## config.mk

```make
export PLATFORM = sky130hd
export DESIGN_NAME = hazard_ctl
export DESIGN_NICKNAME = d
export VERILOG_FILES = /design/src/rtl/hazard_pkg.sv /design/src/rtl/hz_operand_sel.sv /design/src/rtl/hz_squash_gen.sv /design/src/rtl/hazard_ctl.sv
export SDC_FILE = /design/constraint.sdc
export NUM_CORES = 1
export LEC_CHECK = 0
export BUFFER_PORTS_ARGS = -buffer_cell sky130_fd_sc_hd__buf_2
export CAP_MARGIN = 30
export CORE_AREA = 5 5 42 44
export DETAILED_ROUTE_END_ITERATION = 16
export DIE_AREA = 0 0 47 49
export PLACE_DENSITY = 0.77
export SETUP_SLACK_MARGIN = 0.4
export SLEW_MARGIN = 20
export SYNTH_ARGS = -nofsm -noshare
export SYNTH_HDL_FRONTEND = slang
export SYNTH_SLANG_ARGS = --single-unit
```

## constraint.sdc

```tcl
create_clock -name vclk -period 0.85
set_input_delay 0 -clock vclk [all_inputs]
set_output_delay 0 -clock vclk [all_outputs]
set_load 0.01 [all_outputs]
```

## src/rtl/hazard_pkg.sv

```systemverilog
package hazard_pkg;

    // Operand source select codes driven to the datapath muxes
    typedef enum logic [1:0] {
        FWD_RF = 2'b00,
        FWD_WB = 2'b01,
        FWD_EX = 2'b10
    } fwd_sel_e;

    // Kind of squash requested for the younger stages
    typedef enum logic [1:0] {
        SQ_NONE = 2'b00,
        SQ_FULL = 2'b01,
        SQ_SLOT = 2'b10
    } squash_e;

    localparam int unsigned NUM_SRC  = 2;
    localparam int unsigned NUM_YNG  = 3;

endpackage

```

## src/rtl/hz_operand_sel.sv

```systemverilog
module hz_operand_sel
    import hazard_pkg::*;
#(
    parameter int unsigned REG_W = 5
) (
    input  logic [REG_W-1:0] src,
    input  logic             dec_vld,
    input  logic             rr_vld,
    input  logic [REG_W-1:0] rr_rd,
    input  logic             rr_we,
    input  logic             ex_vld,
    input  logic [REG_W-1:0] ex_rd,
    input  logic             ex_we,
    input  logic             wb_vld,
    input  logic [REG_W-1:0] wb_rd,
    input  logic             wb_we,
    output fwd_sel_e         sel,
    output logic             load_use
);

    logic src_live;
    logic hit_rr;
    logic hit_ex;
    logic hit_wb;

    // Register 0 and bubbles in decode never take part in hazard checks
    assign src_live = dec_vld && (src != '0);
    assign hit_rr   = src_live && rr_vld && rr_we && (rr_rd == src);
    assign hit_ex   = src_live && ex_vld && ex_we && (ex_rd == src);
    assign hit_wb   = src_live && wb_vld && wb_we && (wb_rd == src);

    always_comb begin
        unique case ({hit_ex, hit_wb})
            2'b10, 2'b11: sel = FWD_EX;
            2'b01:        sel = FWD_WB;
            default:      sel = FWD_RF;
        endcase
    end

    assign load_use = hit_rr;

endmodule

```

## src/rtl/hz_squash_gen.sv

```systemverilog
module hz_squash_gen
    import hazard_pkg::*;
#(
    parameter int unsigned NYNG = NUM_YNG
) (
    input  logic            br_fire,
    input  logic            dslot_en,
    output logic [NYNG-1:0] flush
);

    localparam logic [NYNG-1:0] ALL_YNG  = {NYNG{1'b1}};
    localparam logic [NYNG-1:0] KEEP_OLD = ALL_YNG >> 1;

    squash_e mode;

    always_comb begin
        if (!br_fire)      mode = SQ_NONE;
        else if (dslot_en) mode = SQ_SLOT;
        else               mode = SQ_FULL;
    end

    always_comb begin
        unique case (mode)
            SQ_FULL: flush = ALL_YNG;
            SQ_SLOT: flush = KEEP_OLD;
            default: flush = '0;
        endcase
    end

endmodule

```

## src/rtl/hazard_ctl.sv

```systemverilog
module hazard_ctl
    import hazard_pkg::*;
#(
    parameter int unsigned REG_W = 5
) (
    input  logic             dec_vld,
    input  logic [REG_W-1:0] dec_rs1,
    input  logic [REG_W-1:0] dec_rs2,
    input  logic             rr_vld,
    input  logic [REG_W-1:0] rr_rd,
    input  logic             rr_we,
    input  logic             ex_vld,
    input  logic [REG_W-1:0] ex_rd,
    input  logic             ex_we,
    input  logic             ex_br_taken,
    input  logic             wb_vld,
    input  logic [REG_W-1:0] wb_rd,
    input  logic             wb_we,
    input  logic             dslot_en,
    output logic [1:0]       fwd_a,
    output logic [1:0]       fwd_b,
    output logic             stall,
    output logic [2:0]       flush
);

    logic [REG_W-1:0] src_idx [NUM_SRC];
    fwd_sel_e         src_sel [NUM_SRC];
    logic [NUM_SRC-1:0] src_lu;
    logic [NUM_YNG-1:0] sq_vec;

    assign src_idx[0] = dec_rs1;
    assign src_idx[1] = dec_rs2;

    for (genvar g = 0; g < NUM_SRC; g++) begin : g_src
        hz_operand_sel #(.REG_W(REG_W)) u_sel (
            .src      (src_idx[g]),
            .dec_vld  (dec_vld),
            .rr_vld   (rr_vld),
            .rr_rd    (rr_rd),
            .rr_we    (rr_we),
            .ex_vld   (ex_vld),
            .ex_rd    (ex_rd),
            .ex_we    (ex_we),
            .wb_vld   (wb_vld),
            .wb_rd    (wb_rd),
            .wb_we    (wb_we),
            .sel      (src_sel[g]),
            .load_use (src_lu[g])
        );
    end

    hz_squash_gen #(.NYNG(NUM_YNG)) u_squash (
        .br_fire  (ex_vld && ex_br_taken),
        .dslot_en (dslot_en),
        .flush    (sq_vec)
    );

    assign fwd_a = src_sel[0];
    assign fwd_b = src_sel[1];
    assign flush = sq_vec;
    // a squash wins: the stalled decode instruction is on the wrong path
    assign stall = (|src_lu) && !(|sq_vec);

endmodule

```

==> impl_metrics.py, run 1 <==
metrics = {
    "worst_setup_path": {
        "critPathMaxFanout": 3,
        "cp.arrival_ns": 1.12,
        "path_class": "input pin to primary output",
        "critPathLaunchType": "input pin",
        "cp-end-kind": "primary output",
        "cp.required_ns": 0.85,
    },
    "cts": {
        "post_cts_buffers": 0,
    },
    "logic_synthesis": {
        "synth_area_um2": 442,
        "ys_warn_count": 0,
        "syn_avg_cell_area_um2": 7.49,
        "synth.net_count": 93,
        "netlist_instances": 59,
        "yosysSeqAreaShare_pct": 0,
        "ys_types": 17,
    },
    "layout": {
        "layout_commonest_cell": "buf_2",
        "fillCellCount": 109,
        "clock_buffers": 0,
        "nFlopsAndLatches": 0,
        "syn_to_final_growth_pct": 131,
        "final_cell_mix": "buf_2 (26), buf_6 (13), xnor2_1 (11)",
        "stdcell_area_um2": 1020,
        "num-nets-final": 149,
        "drive_gt1_share_pct": 65.5,
        "stdcell_count": 129,
        "multi_input_area_um2": 556,
        "seq_area_um2": 0,
        "antennaDiodeCount": 0,
    },
    "floorplan": {
        "die_area_um2": 2300,
        "start_util_pct": 31.5,
        "pin_count": 42,
        "die_x_um": 47,
        "rows": 14,
        "die_h_um": 49,
        "core-area_um2": 1400,
    },
    "sta": {
        "tightest_slew_ns": 0.198,
        "period_share_pct": 132,
        "setup_slack_ns": -0.269,
        "rsz0062_at_grt": "yes",
        "relSlewSlack_pct": 86.7,
        "finalSetupTns_ns": -0.733,
        "max_clock_freq_ghz": 0.893,
        "fin_crit_ns": 1.12,
        "setup_viol_count_final": 4,
        "hold_viol": 0,
        "maxSlewViolCount": 0,
    },
    "detailed_routing": {
        "first_pass_iters": 4,
        "via_per_inst": 5.30,
        "drtIter0Drc": 16,
        "drc": 0,
        "vias": 684,
        "routed_wl_mm": 2.06,
        "wl_per_cell_um": 16.0,
        "ant_nets": 0,
    },
    "place": {
        "gp_congestion": 0.791,
        "place_inst": 129,
        "post-dp-hpwl_mm": 1.56,
        "io_buffers": 42,
        "dpl_cell_area_um2": 810,
    },
    "grt": {
        "grt_pass1_wl_mm": 3.13,
        "grt_antenna_before_repair": 0,
        "grt_max_degree": 6,
        "grt_overflow": 0,
        "track_usage_pct": 17.7,
        "grt_pass1_vias": 731,
    },
    "status": {
        "status": "finished, violations left",
        "violations": "setup timing",
    },
    "pwr": {
        "finalPower_uw": 511,
        "cellPowerDensity_nw_per_um2": 501,
        "power_leakage_nw": 0.475,
        "ir_drop_mv": 0.303,
    },
    "run": {
        "max-cap-violations": 0,
    },
    "min_path": {
        "hp-class": "input pin to primary output",
    },
}
-- power by group --
group          total, mW  internal (mW)  switching, mW  leakage, nW
Combinational      0.511          0.301          0.211        0.475
Sequential             0              0              0            0
Clock                  0              0              0            0
Total              0.511          0.301          0.211        0.475
-- routing by layer --
layer  global-route usage, %  routed length, um  vias up
met4                   0.922                 21        0
met5                       0                  0        -
li1                        -                  -      318
met1                    20.0                671      308
met3                    3.32                319        2
met2                    33.9               1050       56
-- cells by family after synthesis --
family,count (synthesis),synth area share [%]
AND/OR/NAND/NOR,26,36.8
AO/OA/AOI/OAI,1,1.13
buffers and inverters,2,2.55
XOR/XNOR,30,59.5
-- per-stage QoR --
stage	setup WS, ns	hold slack (ns)	util [%]
after detailed placement	-0.346	0.235	57.8
final	-0.269	0.233	72.9
after global routing	-0.317	0.244	72.9
after global placement	-0.304	0.233	57.8
after CTS	-0.262	0.235	69.5
after floorplan	-0.105	0.0475	-
-- path summary, 6_finish.rpt --
check / slack [ns] / endpoint / cells after the start / startpoint
setup / recovery: -0.27 / fwd_b[0] / 6 / dec_rs2[3]
hold / removal: 0.23 / flush[2] / 3 / dslot_en
-- cells in the mapped netlist --
master / number / area, um^2
nor2_1: 4 / 15.0
nor3_1: 2 / 10.0
nor4_2: 1 / 12.5
nor2_4: 1 / 11.3
buf_4: 1 / 7.51
nor3_2: 1 / 10.0
xor2_1: 8 / 70.1
or4_1: 1 / 7.51
nor4_1: 1 / 6.26
or4_4: 1 / 11.3
nand3_1: 3 / 15.0
and3_1: 1 / 6.26
nand4_1: 8 / 50.1
a21oi_1: 1 / 5.00
inv_1: 1 / 3.75
nand2_1: 2 / 7.51
xnor2_1: 22 / 193
-- timing repair --
action | CTS | global route
pin swaps | 18 | 9
endpoints found under the hold margin | 0 | 0
resized for setup | 39 | 10
setup endpoints to repair | 5 | 5
hold buffers | 0 | 0
-- critical path: stages --
cell and delay, ns:
buf_8 0.11, or4_4 0.54, nor2_4 0.14, nor3_4 0.06, nor4_4 0.11, buf_2 0.16
-- cell type report --
type                       instances  area share [%]
inverter                           1           0.368
multi-input combinational         57            54.4
tap                               16            1.96
timing repair buffer              55            43.3
Power figures use the tool's default switching activity.
==> run 2, diff against run 1 <==
- REMOVE_ABC_BUFFERS: not set -> 1
==> impl_metrics.py, run 2 (synthesis results as in run 1) <==
metrics = {
    "status": {
        "status": "finished, violations left",
        "violations": "setup timing",
    },
    "sta": {
        "fin_crit_ns": 1.17,
        "finalSetupTns_ns": -0.724,
        "setup_slack_ns": -0.324,
        "max_clock_freq_ghz": 0.852,
        "period_share_pct": 138,
        "maxSlewViolCount": 0,
        "relSlewSlack_pct": 88.1,
        "setup_viol_count_final": 3,
        "hold_viol": 0,
        "rsz0062_at_grt": "yes",
        "tightest_slew_ns": 0.178,
    },
    "grt": {
        "track_usage_pct": 13.8,
        "grt_pass1_vias": 625,
        "grt_antenna_before_repair": 0,
        "grt_max_degree": 6,
        "grt_pass1_wl_mm": 2.51,
        "grt_overflow": 0,
    },
    "worst_setup_path": {
        "critPathLaunchType": "input pin",
        "path_class": "input pin to primary output",
        "critPathMaxFanout": 2,
        "cp.required_ns": 0.85,
        "cp.arrival_ns": 1.17,
        "crit_slowest_cell": "or4_4",
        "cp-end-kind": "primary output",
        "cpPeakStageDelay_ns": 0.54,
        "path_cells": "buf_6 -> or4_4 -> nor2_4 -> nor3_2 -> nor4_2 -> buf_2",
    },
    "floorplan": {
        "die_area_um2": 2300,
        "pin_count": 42,
        "die_x_um": 47,
        "die_h_um": 49,
        "rows": 14,
        "core-area_um2": 1400,
        "start_util_pct": 31.5,
    },
    "min_path": {
        "whs_endpoint": "flush[2]",
        "min_path_cells": 3,
        "min-delay-start": "dslot_en",
        "hp-class": "input pin to primary output",
    },
    "detailed_routing": {
        "drtIter0Drc": 3,
        "routed_wl_mm": 1.78,
        "first_pass_iters": 2,
        "wl_per_cell_um": 13.7,
        "vias": 617,
        "drc": 0,
        "via_per_inst": 4.75,
        "ant_nets": 0,
    },
    "layout": {
        "clock_buffers": 0,
        "syn_to_final_growth_pct": 112,
        "drive_gt1_share_pct": 64.9,
        "final_cell_mix": "buf_2 (30), buf_4 (15), xnor2_1 (13)",
        "layout_commonest_cell": "buf_2",
        "antennaDiodeCount": 0,
        "nFlopsAndLatches": 0,
        "stdcell_count": 130,
        "seq_area_um2": 0,
        "num-nets-final": 150,
        "stdcell_area_um2": 938,
    },
    "pwr": {
        "p_int_uw": 268,
        "cellPowerDensity_nw_per_um2": 483,
        "clkPwrFrac_pct": 0,
        "combPwrFrac_pct": 100.0,
        "p_seq_share_pct": 0,
        "ir_drop_mv": 0.191,
        "power_leakage_nw": 0.446,
        "sw_frac_of_total_pct": 40.9,
        "p_sw_uw": 185,
    },
    "place": {
        "io_buffers": 42,
        "place_inst": 129,
        "post-dp-hpwl_mm": 1.42,
        "dpl_cell_area_um2": 762,
        "gp_congestion": 0.799,
    },
    "run": {
        "max-cap-violations": 0,
    },
}
run 2: cell types whose count changed in the layout (fill, tap and decap cells not counted), sizes merged:
cell  previous run  this run
buf             55        56
run 2: how the worst max path moves through the flow:
stage	slack (ns)	depth (start not counted)	from	endpoint
2_1_floorplan	-0.22	4	dec_rs2[1]	fwd_b[0]
3_3_place_gp	-0.34	6	dec_rs2[1]	fwd_b[0]
3_5_place_dp	-0.35	6	dec_rs2[1]	fwd_b[0]
4_1_cts	-0.33	6	dec_rs2[1]	fwd_b[0]
5_1_grt	-0.39	7	dec_rs2[3]	stall
6_report	-0.32	6	dec_rs2[1]	fwd_b[0]
run 2: critical path, delay by kind of cell:
family        cells  cell delay, ns
simple gates      4            0.93
buf+inv           2            0.26
run 2: power groups by stage:
stage / Clock (mW) / Sequential, mW / Combinational, mW
3_5_place_dp: 0 / 0 / 0.356
2_1_floorplan: 0 / 0 / 0.151
6_report: 0 / 0 / 0.453
4_1_cts: 0 / 0 / 0.403
5_1_grt: 0 / 0 / 0.491
3_3_place_gp: 0 / 0 / 0.350
run 2: metrics by stage:
stage | utilization [%] | hold slack, ns | power, mW | setup WS (ns)
floorplan | - | 0.0475 | 0.151 | -0.217
global placement | 54.4 | 0.231 | 0.350 | -0.345
detailed placement | 54.4 | 0.236 | 0.356 | -0.352
CTS | 60.7 | 0.238 | 0.403 | -0.333
global route | 67.0 | 0.272 | 0.491 | -0.393
finish | 67.0 | 0.233 | 0.453 | -0.324
run 2: what timing repair did:
item / CTS / global route
pin swaps: 8 / 8
gates resized for setup: 21 / 16
hold buffers: 0 / 0
setup endpoints to repair: 5 / 8
setup buffers: 0 / 1
run 2: routing by layer:
| metal | GRT usage, % | part of all wire, % |
|---|---|---|
| met1 | 16.6 | 39 |
| met2 | 26.5 | 50 |
| met5 | 0 | 0 |
| met4 | 0 | 0 |
| met3 | 1.48 | 11 |
run 2: layout make-up:
type / instances / area, um^2
repair buffers: 56 / 398
multi-input cells: 57 / 517
well taps: 16 / 20.0
inverters: 1 / 3.75
fillers: 111 / 463
